### src/rtl/blkmux_pkg.sv
package blkmux_pkg;
    localparam int NCH        = 3;
    localparam int LBL_W      = 8;
    localparam int PAT_W      = 24;
    localparam int SYNC_FIX_W = PAT_W + 3 * LBL_W;
    localparam int RING_N     = 3;
    localparam int PTR_W      = 2;

    typedef logic [PTR_W-1:0] ring_ptr_t;

    typedef enum logic [1:0] {
        SRC_CH0  = 2'd0,
        SRC_CH1  = 2'd1,
        SRC_CH2  = 2'd2,
        SRC_SYNC = 2'd3
    } src_t;

    typedef struct packed {
        logic [LBL_W-1:0] label;
        logic [PAT_W-1:0] pattern;
        logic [LBL_W-1:0] src_id;
        logic [LBL_W-1:0] dst_id;
        logic [LBL_W-1:0] fmt_id;
    } sync_hdr_t;

    function automatic ring_ptr_t ptr_inc(input ring_ptr_t p);
        return (p == ring_ptr_t'(RING_N - 1)) ? '0 : p + ring_ptr_t'(1);
    endfunction
endpackage

### src/rtl/blkmux_chan.sv
module blkmux_chan #(
    parameter int PAY_W = 96
) (
    input  logic             clk,
    input  logic             rst,
    input  logic             bit_en,
    input  logic             bit_in,
    input  logic             rel,
    output logic             rdy,
    output logic             ovf,
    output logic [PAY_W-1:0] rd_data
);
    localparam int CNT_W = $clog2(PAY_W);
    localparam logic [CNT_W-1:0] CNT_LAST = CNT_W'(PAY_W - 1);

    logic [PAY_W-1:0] bank [2];
    logic             wsel;
    logic [CNT_W-1:0] cnt;
    logic             fill_done;
    logic             rdy_keep;

    assign fill_done = bit_en && (cnt == CNT_LAST);
    assign rdy_keep  = rdy && !rel;
    assign rd_data   = bank[~wsel];

    always_ff @(posedge clk) begin
        if (rst) begin
            bank[0] <= '0;
            bank[1] <= '0;
            wsel    <= 1'b0;
            cnt     <= '0;
            rdy     <= 1'b0;
            ovf     <= 1'b0;
        end else begin
            if (bit_en) begin
                bank[wsel] <= {bank[wsel][PAY_W-2:0], bit_in};
                cnt        <= fill_done ? '0 : cnt + 1'b1;
            end
            if (fill_done && rdy_keep) begin
                ovf <= 1'b1;
                rdy <= 1'b1;
            end else if (fill_done) begin
                rdy  <= 1'b1;
                wsel <= ~wsel;
            end else begin
                rdy <= rdy_keep;
            end
        end
    end

    AST_RELEASE_READY: assert property (@(posedge clk) disable iff (rst) rel |-> rdy);
    AST_OVF_STICKY: assert property (@(posedge clk) disable iff (rst) ovf |=> ovf);
endmodule

### src/rtl/blkmux_xfer.sv
module blkmux_xfer
    import blkmux_pkg::*;
#(
    parameter int BLK_W = 104,
    parameter int PER_W = 8
) (
    input  logic             clk,
    input  logic             rst,
    input  logic [NCH-1:0]   ch_rdy,
    input  logic [BLK_W-1:0] ch_vec [NCH],
    input  logic [BLK_W-1:0] sync_vec,
    input  logic [PER_W-1:0] sync_every,
    input  ring_ptr_t        rd_ptr,
    output logic [NCH-1:0]   ch_rel,
    output ring_ptr_t        wr_ptr,
    output logic             busy,
    output logic [BLK_W-1:0] rd_word
);
    localparam int XC_W = $clog2(BLK_W);
    localparam logic [XC_W-1:0] XC_LAST = XC_W'(BLK_W - 1);
    localparam logic [2:0] SLOT_CLR  = 3'd0;
    localparam logic [2:0] SLOT_SYNC = 3'(NCH + 1);

    logic [BLK_W-1:0] ring [RING_N];
    logic [2:0]       slot;
    logic [XC_W-1:0]  xcnt;
    logic [PER_W-1:0] bcnt;
    src_t             sel;

    logic             last;
    logic             force_sync;
    logic             starve;
    logic             hold;
    logic [1:0]       scan_idx;
    logic             scan_hit;
    logic [BLK_W-1:0] src_vec;
    logic             src_bit;

    assign last       = busy && (xcnt == XC_LAST);
    assign force_sync = (sync_every != '0) && (bcnt == sync_every - PER_W'(1));
    assign starve     = (wr_ptr == ptr_inc(rd_ptr));
    assign hold       = (wr_ptr == rd_ptr);
    assign scan_idx   = 2'(slot - 3'd1);
    assign scan_hit   = (slot != SLOT_CLR) && (slot != SLOT_SYNC) && !force_sync && ch_rdy[scan_idx];
    assign src_vec    = (sel == SRC_SYNC) ? sync_vec : ch_vec[sel];
    assign src_bit    = src_vec[XC_LAST - xcnt];
    assign rd_word    = ring[rd_ptr];

    for (genvar c = 0; c < NCH; c++) begin : g_rel
        assign ch_rel[c] = last && (sel == src_t'(c));
    end

    always_ff @(posedge clk) begin
        if (rst) begin
            slot    <= SLOT_CLR;
            busy    <= 1'b0;
            xcnt    <= '0;
            bcnt    <= '0;
            sel     <= SRC_SYNC;
            wr_ptr  <= ring_ptr_t'(1);
            ring[0] <= sync_vec;
            for (int i = 1; i < RING_N; i++) ring[i] <= '0;
        end else if (busy) begin
            ring[wr_ptr] <= {ring[wr_ptr][BLK_W-2:0], src_bit};
            if (last) begin
                busy   <= 1'b0;
                xcnt   <= '0;
                wr_ptr <= ptr_inc(wr_ptr);
                bcnt   <= force_sync ? '0 : bcnt + PER_W'(1);
                slot   <= SLOT_CLR;
            end else begin
                xcnt <= xcnt + 1'b1;
            end
        end else if (hold) begin
            slot <= SLOT_CLR;
        end else if (slot == SLOT_CLR) begin
            slot <= slot + 3'd1;
        end else if (slot == SLOT_SYNC) begin
            if (force_sync || starve) begin
                busy <= 1'b1;
                sel  <= SRC_SYNC;
            end
            slot <= SLOT_CLR;
        end else if (scan_hit) begin
            busy <= 1'b1;
            sel  <= src_t'(scan_idx);
            slot <= SLOT_CLR;
        end else begin
            slot <= slot + 3'd1;
        end
    end

    AST_START_READY: assert property (@(posedge clk) disable iff (rst)
        (busy && xcnt == '0 && sel != SRC_SYNC) |-> ch_rdy[sel]);
    AST_FORCED_SYNC: assert property (@(posedge clk) disable iff (rst)
        (busy && xcnt == '0 && force_sync) |-> (sel == SRC_SYNC));
endmodule

### src/rtl/blkmux_ser.sv
module blkmux_ser
    import blkmux_pkg::*;
#(
    parameter int BLK_W = 104
) (
    input  logic             clk,
    input  logic             rst,
    input  logic             out_en,
    input  logic [BLK_W-1:0] word,
    output ring_ptr_t        rd_ptr,
    output logic             bit_out,
    output logic             blk_last
);
    localparam int OC_W = $clog2(BLK_W);
    localparam logic [OC_W-1:0] OC_LAST = OC_W'(BLK_W - 1);

    logic [OC_W-1:0] oc;

    assign bit_out  = word[OC_LAST - oc];
    assign blk_last = (oc == OC_LAST);

    always_ff @(posedge clk) begin
        if (rst) begin
            oc     <= '0;
            rd_ptr <= '0;
        end else if (out_en) begin
            if (blk_last) begin
                oc     <= '0;
                rd_ptr <= ptr_inc(rd_ptr);
            end else begin
                oc <= oc + 1'b1;
            end
        end
    end
endmodule

### src/rtl/blkmux_tx.sv
module blkmux_tx
    import blkmux_pkg::*;
#(
    parameter int PAY_W = 96,
    parameter int PER_W = 8
) (
    input  logic                        clk,
    input  logic                        rst,
    input  logic [NCH-1:0]              src_en,
    input  logic [NCH-1:0]              src_bit,
    input  logic [NCH*LBL_W-1:0]        src_labels,
    input  logic [LBL_W-1:0]            sync_label,
    input  logic [PAT_W-1:0]            sync_pattern,
    input  logic [LBL_W-1:0]            sync_src,
    input  logic [LBL_W-1:0]            sync_dst,
    input  logic [LBL_W-1:0]            sync_fmt,
    input  logic [PAY_W-SYNC_FIX_W-1:0] sync_aux,
    input  logic [PER_W-1:0]            sync_every,
    input  logic                        out_en,
    output logic                        ser_out,
    output logic [NCH-1:0]              ovf_flags
);
    localparam int BLK_W = LBL_W + PAY_W;

    sync_hdr_t        hdr;
    logic [BLK_W-1:0] sync_vec;
    logic [BLK_W-1:0] ch_vec [NCH];
    logic [NCH-1:0]   ch_rdy;
    logic [NCH-1:0]   ch_rel;
    ring_ptr_t        wr_ptr;
    ring_ptr_t        rd_ptr;
    logic             xfer_busy;
    logic [BLK_W-1:0] rd_word;
    logic             blk_last;

    assign hdr      = '{label: sync_label, pattern: sync_pattern, src_id: sync_src,
                        dst_id: sync_dst, fmt_id: sync_fmt};
    assign sync_vec = {hdr, sync_aux};

    for (genvar c = 0; c < NCH; c++) begin : g_ch
        logic [PAY_W-1:0] pay;
        blkmux_chan #(.PAY_W(PAY_W)) u_chan (
            .clk     (clk),
            .rst     (rst),
            .bit_en  (src_en[c]),
            .bit_in  (src_bit[c]),
            .rel     (ch_rel[c]),
            .rdy     (ch_rdy[c]),
            .ovf     (ovf_flags[c]),
            .rd_data (pay)
        );
        assign ch_vec[c] = {src_labels[c*LBL_W +: LBL_W], pay};
    end

    blkmux_xfer #(.BLK_W(BLK_W), .PER_W(PER_W)) u_xfer (
        .clk        (clk),
        .rst        (rst),
        .ch_rdy     (ch_rdy),
        .ch_vec     (ch_vec),
        .sync_vec   (sync_vec),
        .sync_every (sync_every),
        .rd_ptr     (rd_ptr),
        .ch_rel     (ch_rel),
        .wr_ptr     (wr_ptr),
        .busy       (xfer_busy),
        .rd_word    (rd_word)
    );

    blkmux_ser #(.BLK_W(BLK_W)) u_ser (
        .clk      (clk),
        .rst      (rst),
        .out_en   (out_en),
        .word     (rd_word),
        .rd_ptr   (rd_ptr),
        .bit_out  (ser_out),
        .blk_last (blk_last)
    );

    AST_NO_OVERWRITE: assert property (@(posedge clk) disable iff (rst)
        xfer_busy |-> (wr_ptr != rd_ptr));
    AST_NO_UNDERRUN: assert property (@(posedge clk) disable iff (rst)
        (out_en && blk_last) |-> (wr_ptr != ptr_inc(rd_ptr)));
endmodule

### config.mk
export PLATFORM = sky130hd
export DESIGN_NAME = blkmux_tx
export DESIGN_NICKNAME = d
export VERILOG_FILES = /design/src/rtl/blkmux_pkg.sv /design/src/rtl/blkmux_chan.sv /design/src/rtl/blkmux_xfer.sv /design/src/rtl/blkmux_ser.sv /design/src/rtl/blkmux_tx.sv
export SDC_FILE = /design/constraint.sdc
export NUM_CORES = 2
export LEC_CHECK = 0
export BUFFER_PORTS_ARGS = -buffer_cell sky130_fd_sc_hd__clkbuf_2
export CORE_ASPECT_RATIO = 0.8
export CORE_MARGIN = 5
export CORE_UTILIZATION = 57
export DETAILED_ROUTE_END_ITERATION = 7
export GPL_TIMING_DRIVEN = 0
export HOLD_SLACK_MARGIN = 0.12
export MAX_ROUTING_LAYER = met4
export PLACE_DENSITY = 0.77
export SYNTH_ARGS = -nofsm -noshare
export SYNTH_HDL_FRONTEND = slang
export SYNTH_SLANG_ARGS = --single-unit
### constraint.sdc
create_clock -name clk -period 4.69 [get_ports clk]
set_input_delay 1.1725 -clock clk [delete_from_list [all_inputs] [get_ports clk]]
set_output_delay 1.1725 -clock clk [all_outputs]
set_load 0.01 [all_outputs]
==> run_results.csv <==
group,metric,value,unit
status,outcome,"complete, but fails checks",
status,violations,"max-capacitance violations, max-slew violations, negative setup slack",
synthesis,ys_seq_area_share,58.43,%
min_path,min_path_type,"register to register",
cts,cts_buffers,104,
worst_setup_path,slowest_stage,"mux4_2",
cts,clock_latency,700,ps
synthesis,ys_warn_count,0,
cells_and_area,nets,4288,
routing,first_iter_violations,6559,
synthesis,syn_area,53350,um^2
routing,wl,172200,um
routing,via_per_inst,6.848,
synthesis,synth_edf_count,992,
worst_setup_path,worstSetupPathType,"register to output port",
synthesis,synth_fp_nets,4021,
synthesis,synth_compound_area_share,4.154,%
placed_design,place_inst,5240,
timing,skew,29.12,ps
worst_setup_path,reg2reg_depth,12,
synthesis,synth-adder-area-share,0.3753,%
cells_and_area,final_common_cell,"edfxtp_1",
global_route,antenna_found_initial,15,
die,core,92960,um^2
synthesis,synth_top_family_by_area,"multiplexers",
synthesis,synth-xor-area-share,0.7646,%
pwr,leakage,19.19,nW
synthesis,synth_mux_area_share,24.59,%
synthesis,synthArstFlopShare,0,%
timing,rsz0062_at_grt,"yes",
worst_setup_path,path_depth,9,
worst_setup_path,cpPeakStageDelay,500,ps
placed_design,place_congestion,1.080,
synthesis,synth_top_area_share,55.84,%
timing,drv_slew,11,
synthesis,ys_top_cells_by_area,"edfxtp_1, mux2i_1, mux4_2",
timing,setup_viol,34,
global_route,grt_max_degree,65,
cells_and_area,multi_input_area,20950,um^2
synthesis,syn-instance-count,3860,
worst_setup_path,worstPathCellList,"buf_6 > clkbuf_4 > mux4_2 > mux4_2 > a22oi_2 > a21oi_1 > or3_1 > o32a_1 > clkbuf_2",
worst_setup_path,path_max_fanout,10,
timing,maxSlewHeadroom,-6.355,%
timing,tightest_slew,1595,ps
worst_setup_path,cp_common_cell,"mux4_2",
worst_setup_path,cp-end-kind,"output port",
synthesis,yosys.area_share.simple,9.192,%
cells_and_area,fill_cells,6750,
cells_and_area,final_cells,5452,
routing,ant_nets,0,
synthesis,ys_ff_latch,1061,
routing,via_count,37336,
routing,drc_errors,0,
cts,cts_hold_buf,0,
placed_design,pre_cts_ws,-954.8,ps
cells_and_area,area_delta_synth_final,12.00,%
placed_design,post-dp-hpwl,121400,um
worst_setup_path,critical_path_required,3520,ps
timing,post-route-period-util,105.6,%
pwr,peakVddDrop,0.3041,mV
global_route,overflow,0,
global_route,grtUsageTotal,34.74,%
cts,htree_levels,3,
pwr,power_density,354.3,nW/um^2
global_route,first_global_vias,35722,
die,die-area,99850,um^2
worst_setup_path,cp_top_family,"multiplexers",
synthesis,post_synth_num_cell_types,67,
cts,cts_tree,"done",
die,io_pins,149,
cts,path_clk_slew,70,ps
timing,setup_ws,-261.7,ps
die,initial_core_util,57.38,%
synthesis,post-synth-top-area-cell,"edfxtp_1",
die,die-height,283.6,um
timing,hold_viol_final,0,
global_route,grt_pass1_wl,244700,um
die,std_cell_rows,100,
worst_setup_path,crit_buf_inv,3,
placed_design,place_area,55990,um^2
timing,min_period,4952,ps
routing,firstDrtPassIters,6,
die,fp.dieW,352.0,um
cts,clockRootBuffer,"clkbuf_16",
cells_and_area,fin_util,64.27,%
timing,final.setup.tns,-857.4,ps
min_path,min_path_cells,2,
synthesis,ys.flop_type,"edfxtp_1",
placed_design,io_buffers,144,
cts,cts_sinks,1061,
cells_and_area,layout_common_cells,"edfxtp_1, nor2_1, mux2i_1",
timing,fmax,202.0,MHz
cts,max-clock-path-buffers,3,
flow_run,drv_cap,1,
worst_setup_path,startpoint_type,"register",
cells_and_area,layout-drive-gt1-share,18.97,%
synthesis,avgSynthCellArea,13.82,um^2
worst_setup_path,cp.arrival,3780,ps
cells_and_area,seqCellArea,31170,um^2
cells_and_area,final_area,59750,um^2
routing,wl_per_cell,31.58,um
==> cell type report <==
class | instances | area share (%)
flip-flops and latches | 1061 | 52.17
plain buffers | 298 | 2.408
multi-input cells | 2469 | 35.06
diodes | 15 | 0.06282
inverters | 31 | 0.1947
clock buffers | 133 | 4.743
clock inverters | 59 | 0.9193
repair buffers | 162 | 1.874
well taps | 1224 | 2.563
==> path summary, 6_finish.rpt <==
| path | endpoint | slack [ps] | start |
|---|---|---|---|
| setup / recovery | ser_out | -260 | register |
| hold / removal | g_ch[1].u_chan.ovf | 480 | g_ch[1].u_chan.ovf |
| setup reg to reg | u_xfer.ring[1][0] | -140 | u_xfer.sel[1] |
| hold reg to reg | g_ch[1].u_chan.ovf | 480 | g_ch[1].u_chan.ovf |
==> cells by family after synthesis <==
family / after synthesis
and+or+nand+nor: 1080
adders and majority gates: 16
DFF: 1061
AOI/OAI and AO/OA: 351
buffers and inverters: 331
xor gates and xnor gates: 45
muxes: 976
==> timing repair <==
item,4_1_cts,5_1_grt
pin swaps,3,0
gates resized for setup,87,22
gates cloned,1,1
buffers inserted,5,0
setup endpoints to repair,61,69
==> tightest hold or removal path: cells and delay by family, from the launching register on <==
| family | cells | cell delay [ps] |
|---|---|---|
| flops | 1 | 330 |
| simple gates | 2 | 120 |
==> cells in the mapped netlist (8+ instances only) <==
library cell / instances
a21oi_1: 58
a22oi_1: 9
and2_1: 211
buf_1: 60
buf_2: 31
clkbuf_1: 199
dfxtp_1: 69
edfxtp_1: 992
ha_1: 16
inv_1: 30
mux2_2: 125
mux2i_1: 596
mux4_2: 255
nand2_1: 48
nand2b_1: 18
nand3_1: 14
nand4_1: 17
nor2_1: 684
nor2b_1: 10
nor3_1: 33
o211ai_1: 17
o21ai_0: 99
o221ai_1: 25
o22ai_1: 84
or2_2: 8
xnor2_1: 22
xor2_1: 22
==> sequential cells by signal, summed over array words and instances, names as in the netlist, named ones only <==
name,flops
u_xfer.xcnt,7
u_xfer.bcnt,8
g_ch.u_chan.ovf,3
u_xfer.sel,2
u_ser.rd_ptr,2
u_xfer.busy,1
g_ch.u_chan.cnt,21
g_ch.u_chan.rdy,3
u_ser.oc,7
u_xfer.slot,3
g_ch.u_chan.bank,576
u_xfer.ring,416
u_xfer.wr_ptr,2
g_ch.u_chan.wsel,3
==> layer usage <==
layer  track usage [%]  wire length, um
met1             48.59            65220
met2             45.25            69900
met3             14.49            29520
met4             13.20             7516
met5                 -                0
==> stage by stage <==
stage / total power [mW] / hold slack, ps
after global routing: 21.66 / 515.7
final: 21.17 / 481.3
after floorplan: 12.13 / 440.2
after detailed placement: 12.84 / 461.5
after global placement: 12.78 / 448.4
after CTS: 21.07 / 486.2
==> report_power, final <==
group | leakage [nW] | switching [mW] | internal, mW | total, mW
combinational | 7.16 | 1.05 | 0.593 | 1.64
sequential | 10.4 | 0.247 | 10.9 | 11.1
clock | 1.65 | 3.71 | 4.72 | 8.43
total | 19.2 | 5.01 | 16.2 | 21.2
Power figures use the tool's default switching activity.
